[src/rtl/pwr_ramp_pkg.sv]
package pwr_ramp_pkg;

  localparam int WORD_W    = 8;
  localparam int NUM_STEPS = 5;

  localparam logic [WORD_W-1:0] WORD_CLOSED = 8'hFF;
  localparam logic [WORD_W-1:0] WORD_OPEN   = 8'h00;

  // Strobes from the control FSM to the datapath
  typedef struct packed {
    logic startSeq;   // load the first code and the dwell count
    logic stepNext;   // go to the next code of the open series
  } rampStrobe_t;

  typedef enum logic [1:0] {
    S_IDLE = 2'd0,
    S_RAMP = 2'd1,
    S_FIN  = 2'd2
  } seqState_t;

  // Code driven at a given step of the open series
  function automatic logic [WORD_W-1:0] stepCode(input int unsigned idx);
    case (idx)
      0:       stepCode = 8'hFF;
      1:       stepCode = 8'hFE;
      2:       stepCode = 8'hF8;
      3:       stepCode = 8'hF0;
      default: stepCode = 8'h00;
    endcase
  endfunction

endpackage

[src/rtl/pwr_ramp_dpath.sv]
module pwr_ramp_dpath
  import pwr_ramp_pkg::*;
#(
  parameter int DWELL = 4
) (
  input  logic              clk,
  input  logic              rstN,
  input  rampStrobe_t       strobe,
  output logic [WORD_W-1:0] ctrlWord,
  output logic              cntZero,
  output logic              atLast,
  output logic              wordOpen
);

  localparam int IDX_W = $clog2(NUM_STEPS);
  localparam logic [IDX_W-1:0] LAST_IDX = IDX_W'(NUM_STEPS - 1);

  logic [IDX_W-1:0]  stepIdx;
  logic [WORD_W-1:0] wordQ;

  // Code register and step index
  always_ff @(posedge clk or negedge rstN) begin
    if (!rstN) begin
      wordQ   <= WORD_CLOSED;
      stepIdx <= '0;
    end else if (strobe.startSeq) begin
      wordQ   <= stepCode(0);
      stepIdx <= '0;
    end else if (strobe.stepNext) begin
      wordQ   <= stepCode(int'(stepIdx) + 1);
      stepIdx <= stepIdx + 1'b1;
    end
  end

  // Dwell counter: it is left out when every code lasts a single cycle
  generate
    if (DWELL == 1) begin : g_noWait
      assign cntZero = 1'b1;
    end else begin : g_wait
      localparam int CNT_W = $clog2(DWELL);
      localparam logic [CNT_W-1:0] CNT_RELOAD = CNT_W'(DWELL - 1);
      logic [CNT_W-1:0] dwellCnt;

      always_ff @(posedge clk or negedge rstN) begin
        if (!rstN) begin
          dwellCnt <= '0;
        end else if (strobe.startSeq || strobe.stepNext) begin
          dwellCnt <= CNT_RELOAD;
        end else if (dwellCnt != '0) begin
          dwellCnt <= dwellCnt - 1'b1;
        end
      end

      assign cntZero = (dwellCnt == '0);
    end
  endgenerate

  assign ctrlWord = wordQ;
  assign atLast   = (stepIdx == LAST_IDX);
  assign wordOpen = (wordQ == WORD_OPEN);

endmodule

[src/rtl/pwr_ramp_ctrl.sv]
module pwr_ramp_ctrl
  import pwr_ramp_pkg::*;
(
  input  logic        clk,
  input  logic        rstN,
  input  logic        reqValid,
  input  logic        reqOpen,
  input  logic        cntZero,
  input  logic        atLast,
  input  logic        wordOpen,
  output rampStrobe_t strobe,
  output logic        reqReady,
  output logic        seqDone
);

  seqState_t state, stateNxt;
  logic      isClose, isCloseNxt;

  always_ff @(posedge clk or negedge rstN) begin
    if (!rstN) begin
      state   <= S_IDLE;
      isClose <= 1'b0;
    end else begin
      state   <= stateNxt;
      isClose <= isCloseNxt;
    end
  end

  always_comb begin
    stateNxt        = state;
    isCloseNxt      = isClose;
    strobe.startSeq = 1'b0;
    strobe.stepNext = 1'b0;
    unique case (state)
      S_IDLE: begin
        if (reqValid) begin
          if (reqOpen && wordOpen) begin
            stateNxt = S_FIN;
          end else begin
            strobe.startSeq = 1'b1;
            isCloseNxt      = !reqOpen;
            stateNxt        = S_RAMP;
          end
        end
      end
      S_RAMP: begin
        if (cntZero) begin
          if (isClose || atLast) begin
            stateNxt = S_FIN;
          end else begin
            strobe.stepNext = 1'b1;
          end
        end
      end
      S_FIN: begin
        stateNxt = S_IDLE;
      end
      default: begin
        stateNxt = S_IDLE;
      end
    endcase
  end

  assign reqReady = (state == S_IDLE);
  assign seqDone  = (state == S_FIN);

endmodule

[src/rtl/pwr_ramp_seq.sv]
module pwr_ramp_seq
  import pwr_ramp_pkg::*;
#(
  parameter int DWELL = 4
) (
  input  logic        clk,
  input  logic        rstN,
  input  logic        reqValid,
  input  logic        reqOpen,
  output logic        reqReady,
  output logic [7:0]  ctrlWord,
  output logic        seqDone
);

  rampStrobe_t strobe;
  logic        cntZero;
  logic        atLast;
  logic        wordOpen;

  pwr_ramp_ctrl u_ctrl (
    .clk      (clk),
    .rstN     (rstN),
    .reqValid (reqValid),
    .reqOpen  (reqOpen),
    .cntZero  (cntZero),
    .atLast   (atLast),
    .wordOpen (wordOpen),
    .strobe   (strobe),
    .reqReady (reqReady),
    .seqDone  (seqDone)
  );

  pwr_ramp_dpath #(
    .DWELL (DWELL)
  ) u_dpath (
    .clk      (clk),
    .rstN     (rstN),
    .strobe   (strobe),
    .ctrlWord (ctrlWord),
    .cntZero  (cntZero),
    .atLast   (atLast),
    .wordOpen (wordOpen)
  );

endmodule

[config.mk]
export PLATFORM = sky130hd
export DESIGN_NAME = pwr_ramp_seq
export DESIGN_NICKNAME = d
export VERILOG_FILES = /design/src/rtl/pwr_ramp_pkg.sv /design/src/rtl/pwr_ramp_dpath.sv /design/src/rtl/pwr_ramp_ctrl.sv /design/src/rtl/pwr_ramp_seq.sv
export SDC_FILE = /design/constraint.sdc
export NUM_CORES = 1
export LEC_CHECK = 0
export ABC_AREA = 1
export ABC_CLOCK_PERIOD_IN_PS = 2300
export BUFFER_PORTS_ARGS = -buffer_cell sky130_fd_sc_hd__buf_2
export CAP_MARGIN = 25
export CELL_PAD_IN_SITES_DETAIL_PLACEMENT = 0
export CELL_PAD_IN_SITES_GLOBAL_PLACEMENT = 2
export CORE_ASPECT_RATIO = 0.75
export CORE_MARGIN = 2
export CORE_UTILIZATION = 33
export DETAILED_ROUTE_END_ITERATION = 6
export PLACE_DENSITY_LB_ADDON = 0.25
export SLEW_MARGIN = 20
export SYNTH_ARGS = -nofsm -noshare
export SYNTH_HDL_FRONTEND = slang
export SYNTH_SLANG_ARGS = --single-unit
[constraint.sdc]
create_clock -name clk -period 2.3 [get_ports clk]
set_input_delay 0.46 -clock clk [delete_from_list [all_inputs] [get_ports clk]]
set_output_delay 0.46 -clock clk [all_outputs]
set_load 0.02 [all_outputs]
# Word-level counts from Yosys, hierarchy flattened
# Index checks and enable logic that the tools add are counted.
# word_totals
ff_bits	16
latch_bits	0
ram_bits	0
mem_bits_ro	0
inputBits	4
output_inout_bits	10
word_cells	49
n_memories	0
# classes
addsub	3
n_mul	0
n_div	0
n_lt_le_gt_ge	0
eq_ne	9
shifts	0
muxes	18
bitwise	1
n_reduce_logical	13
# op_table
op	n
$eq 32x2->1 const B	2
$eq 32x1->1 const B	1
$logic_not 32->1	1
$pmux 8 s4	1
$mux 8	2
$mux 2	6
$logic_not 8->1	1
$mux 1	6
$mux 3	2
$reduce_and 3->1	2
$reduce_bool 2->1	3
$add 3x1->4 const B	1
$logic_not 2->1	2
$ne 2x2->1 const B	2
$pmux 2 s2	1
$add 3x1->3 const B	1
$eq 3x3->1 const B	1
$eq 2x1->1 const B	1
$eq 2x2->1 const B	1
$logic_or 1x1->1	2
$ne 2x1->1 const B	1
$sub 2x1->2 const B	1
$logic_and 1x1->1	1
$logic_not 1->1	1
$not 1->1	1

# Depth between registers and ports, before layout
# logic_depth
depth_word	7
mapped_depth	9
depth_no_buf	9

# Cells and area by module
# A second synthesis with hierarchy kept.
# hier_totals
hier_cells	90
hier_area_um2	760.7
# modules_own_cells
mod	n_inst	cells_each	area_each_um2
pwr_ramp_dpath	1	62	565.5
pwr_ramp_ctrl	1	28	195.2

# Least setup slack after synthesis
# OpenSTA, ideal clock, no wires.
# synth_timing
path_kind	reg-to-reg
from	register u_ctrl.state[1]
to	register u_dpath.stepIdx[2]
arrival_time_ns	1.144
slack_ns	1.035
path_stages_with_launch	8
path_buffers	1
cell_sequence	dfrtp_1 -> nor2_2 -> inv_2 -> nor2_2 -> nand2_2 -> buf_6 -> nand3_1 -> o21ai_1
# synth_between
elab_chain_cells	3
word_cells_on_any_way	6
cone_classes	eq/ne (1); mux (3); reduce/logical (2)
# synth_lines
item	line_no	source
from (decl)	pwr_ramp_ctrl.sv:16	seqState_t state, stateNxt;
from (signal assigned)	pwr_ramp_ctrl.sv:24	state <= stateNxt;
$logic_not 2->1 *	n/a	
named net reqReady	pwr_ramp_seq.sv:10	output logic reqReady,
$mux 1 *	pwr_ramp_ctrl.sv:34	unique case (state)
$mux 3 or $reduce_bool 2->1 (tied branches)	n/a	
to (signal assigned)	pwr_ramp_dpath.sv:31	stepIdx <= stepIdx + 1'b1;
to (decl)	pwr_ramp_dpath.sv:18	logic [IDX_W-1:0] stepIdx;
# The timed path passes the listed nets; every way through them passes the cells marked *.
# A chain may end at the register's enable or synchronous reset.

# Worst setup path after layout
# layout_timing
from	register u_ctrl.state[1]
to	output reqReady
# layout_between
elab_chain_cells	1
# layout_lines
item	line_no	source
$logic_not 2->1	pwr_ramp_ctrl.sv:64	assign reqReady = (state == S_IDLE);
to (decl)	pwr_ramp_seq.sv:10	
# No other way between the ends.

==> impl_metrics.yaml <==
clock_network:
  htreeDepth: 1
  cts_inserted_buffers: 3
  ctsLongestPathBuffers: 2
  holdBufCountCts: 0
  tritoncts_clock_tree: "done"
  cts.clk_slew.worst_paths_ns: 0.08
  cts-resized-gates: 0
  clock-root-buffer: "sky130_fd_sc_hd__clkbuf_4"
  cts_num_sinks: 12
  post_cts_setup_repair_buffer_count: 0
  clk_latency_ns: 0.27
global_routing:
  initial_antenna_violation_count: 0
  global_route.overflow_total: 0
  groute.layer.met1.usage_pct: 16.37
  grt_use_total_pct: 12.67
  global_route.usage.met2_pct: 20.22
  vias_in_the_first_global_route: 574
  grt_busiest_layer: "met2"
  grt_use_met3_pct: 5.966
  maximum_number_of_pins_on_one_net_before_global_route_repair: 13
  global_route_wire_length_before_repair_um: 2490
setup_path:
  path_delay_family: "flip-flops"
  worst_ep_required_time_ns: 1.84
  timing.critical_path.buf_inv: 1
  cp_data_arrival_time_ns: 1.01
  slowest_stage: "sky130_fd_sc_hd__dfrtp_1"
  critPathKind: "flop to output pin"
  crit_path_end_kind: "output pin"
  critical_path.cell_chain: "nor2_2, buf_2"
  crit_path_start_kind: "flop"
  slowest_delay_ns: 0.42
  path_max_fanout: 3
synth:
  synthSimpleGateAreaFrac_pct: 30.88
  yosys.cell_count.top_type: "sky130_fd_sc_hd__nand2_1"
  synth_async_sr_flop_share_pct: 100.0
  synth_top_cell_by_area: "sky130_fd_sc_hd__dfrtp_1"
  synth-edff-count: 0
  synth_ff_type: "sky130_fd_sc_hd__dfrtp_1"
  synthesis.instances: 96
  syn_area_um2: 765.7
  synth-xor-area-share_pct: 0
  post_synth.cell_area_avg_um2: 7.976
  ys_warn_count: 0
  synth_top_cells_by_area: "sky130_fd_sc_hd__dfrtp_1, sky130_fd_sc_hd__dfstp_2, sky130_fd_sc_hd__nand2_1, sky130_fd_sc_hd__ha_1, sky130_fd_sc_hd__inv_1"
  synth-seq-area-share_pct: 39.87
  ys_seq_elements: 12
  ys_types: 20
  synth_nets: 105
  synth_mux_area_share_pct: 0
  combinational_family_with_the_most_area_after_synthesis: "simple AND/OR/NAND/NOR gates"
  synthDominantCellAreaShare_pct: 26.14
  synth-adder-area-share_pct: 8.170
  synth_compound_gate_area_share_pct: 6.863
  netlist_top_cells_count: "sky130_fd_sc_hd__nand2_1, sky130_fd_sc_hd__inv_1, sky130_fd_sc_hd__dfrtp_1, sky130_fd_sc_hd__nand3_1, sky130_fd_sc_hd__nor2_1"
sta:
  finalMaxSlewViolations: 0
  final.setup.tns_ns: 0
  worstMarginPinSlew_ns: 0.2819
  postLayoutSetupSlackWorst_ns: 0.8339
  fin_clk_skew_ns: 0.003588
  post-route-min-period_ns: 1.466
  setup_viol: 0
  setup_repair_after_global_routing_missed_its_margin: "false"
  fmax_mhz: 682.1
  max-slew-margin-rel_pct: 81.21
  timing_hold_violations_final: 0
  post-route-period-util_pct: 63.74
status:
  status: "finished clean"
route:
  drt-pass1-iter-count: 4
  route.vias.total: 598
  drc: 0
  mean_routed_wirelength_per_cell_um: 10.41
  final_antenna_net_count: 0
  drt-total-wl_um: 1384
  drt_iter0_markers: 22
  drt-vias-per-instance: 4.496
power:
  total_leakage_power_uw: 0.0004577
  power_density_nw_per_um2: 1497
  vdd_ir_drop_max_mv: 0.5473
floorplan:
  initial_utilization_pct: 34.00
  design.die.area_um2: 2726
  placement_rows: 15
  die_h_um: 45.72
  die_w_um: 59.62
  io_pins: 14
  coreArea_um2: 2252
worst_hold_path:
  min_path_type: "input pin to async pin"
placed_design:
  gp_routability_congestion: 0.7365
  placement.setup.worst_slack_ns: 0.9208
  place.port_buffers: 13
  hpwl_um: 1128
cells_and_area:
  area_growth_from_synthesis_to_final_layout_pct: 11.93
  ff_latch_area_um2: 305.3
  antenna_cells_inserted: 0
  n_fill_cell: 253
  final_layout_size_suffix_gt1_share_pct: 32.41
  multi_input_comb_area_um2: 351.6
  net_count_of_the_finished_layout: 118
flow_run:
  cap_violations: 0
==> layout make-up <==
type / instances / share of cell area, %
inverters: 18 / 7.883
multi-input cells: 61 / 41.02
well taps: 25 / 3.650
clock buffers: 4 / 4.234
repair buffers: 13 / 7.591
flip-flops and latches: 12 / 35.62
==> registers in the layout, indices dropped and copies added, names as in the netlist <==
signal	cells
u_dpath.stepIdx	3
u_ctrl.isClose	1
u_dpath.g_wait.dwellCnt	2
u_ctrl.state	2
u_dpath.ctrlWord	4
==> power breakdown <==
part           leakage, µW  switching [µW]  internal [µW]  total, µW
Combinational     0.000296             457            251        709
Clock            0.0000210            74.0           96.2        170
Sequential        0.000141            76.8            327        404
==> worst paths after layout <==
| check | depth (start not counted) | to | slack, ns | from |
|---|---|---|---|---|
| worst max-delay path | 2 | reqReady | 0.83 | u_ctrl.state[1] |
| worst min-delay path | 1 | u_ctrl.state[0] | 0.05 | rstN |
| worst max register to register | 8 | u_dpath.stepIdx[1] | 0.92 | u_dpath.stepIdx[0] |
| worst min register to register | 2 | u_ctrl.isClose | 0.50 | u_ctrl.isClose |
| max in group asynchronous | 1 | u_dpath.ctrlWord[6] | 1.97 | rstN |
| min in group clk | 2 | u_ctrl.isClose | 0.38 | reqOpen |
==> stage by stage <==
step	power, µW	std cells	instance area, µm²	util (%)	hold slack (ns)
floorplan	1016	96	765.7	-	0.1644
global placement	1133	129	820.8	36.44	0.3568
detailed placement	1130	129	820.8	36.44	0.3562
CTS	1305	133	857.1	38.06	0.05617
global route	1432	133	857.1	38.06	0.05005
finish	1283	133	857.1	38.06	0.05196
==> cells in the final DEF, fill, tap and decap left out, drive strengths merged <==
master / instances
nand2: 24
inv: 18
buf: 13
nor2: 12
nand3: 9
dfrtp: 8
o21ai: 8
ha: 5
dfstp: 4
clkbuf: 4
o211ai: 1
nand4: 1
a21oi: 1
==> per-layer routing <==
| metal | share of wire (%) | up-vias |
|---|---|---|
| met2 | 42 | 14 |
| met5 | 0 | - |
| met3 | 5.6 | 2 |
| li1 | - | 317 |
| met4 | 0.65 | 0 |
| met1 | 51 | 265 |
==> kinds of logic after synthesis <==
logic type      Yosys count
flops                    12
simple gates             46
fa+ha+maj                 5
compound gates           10
buf+inv                  23
No activity file was read; power rests on OpenSTA's default activity.
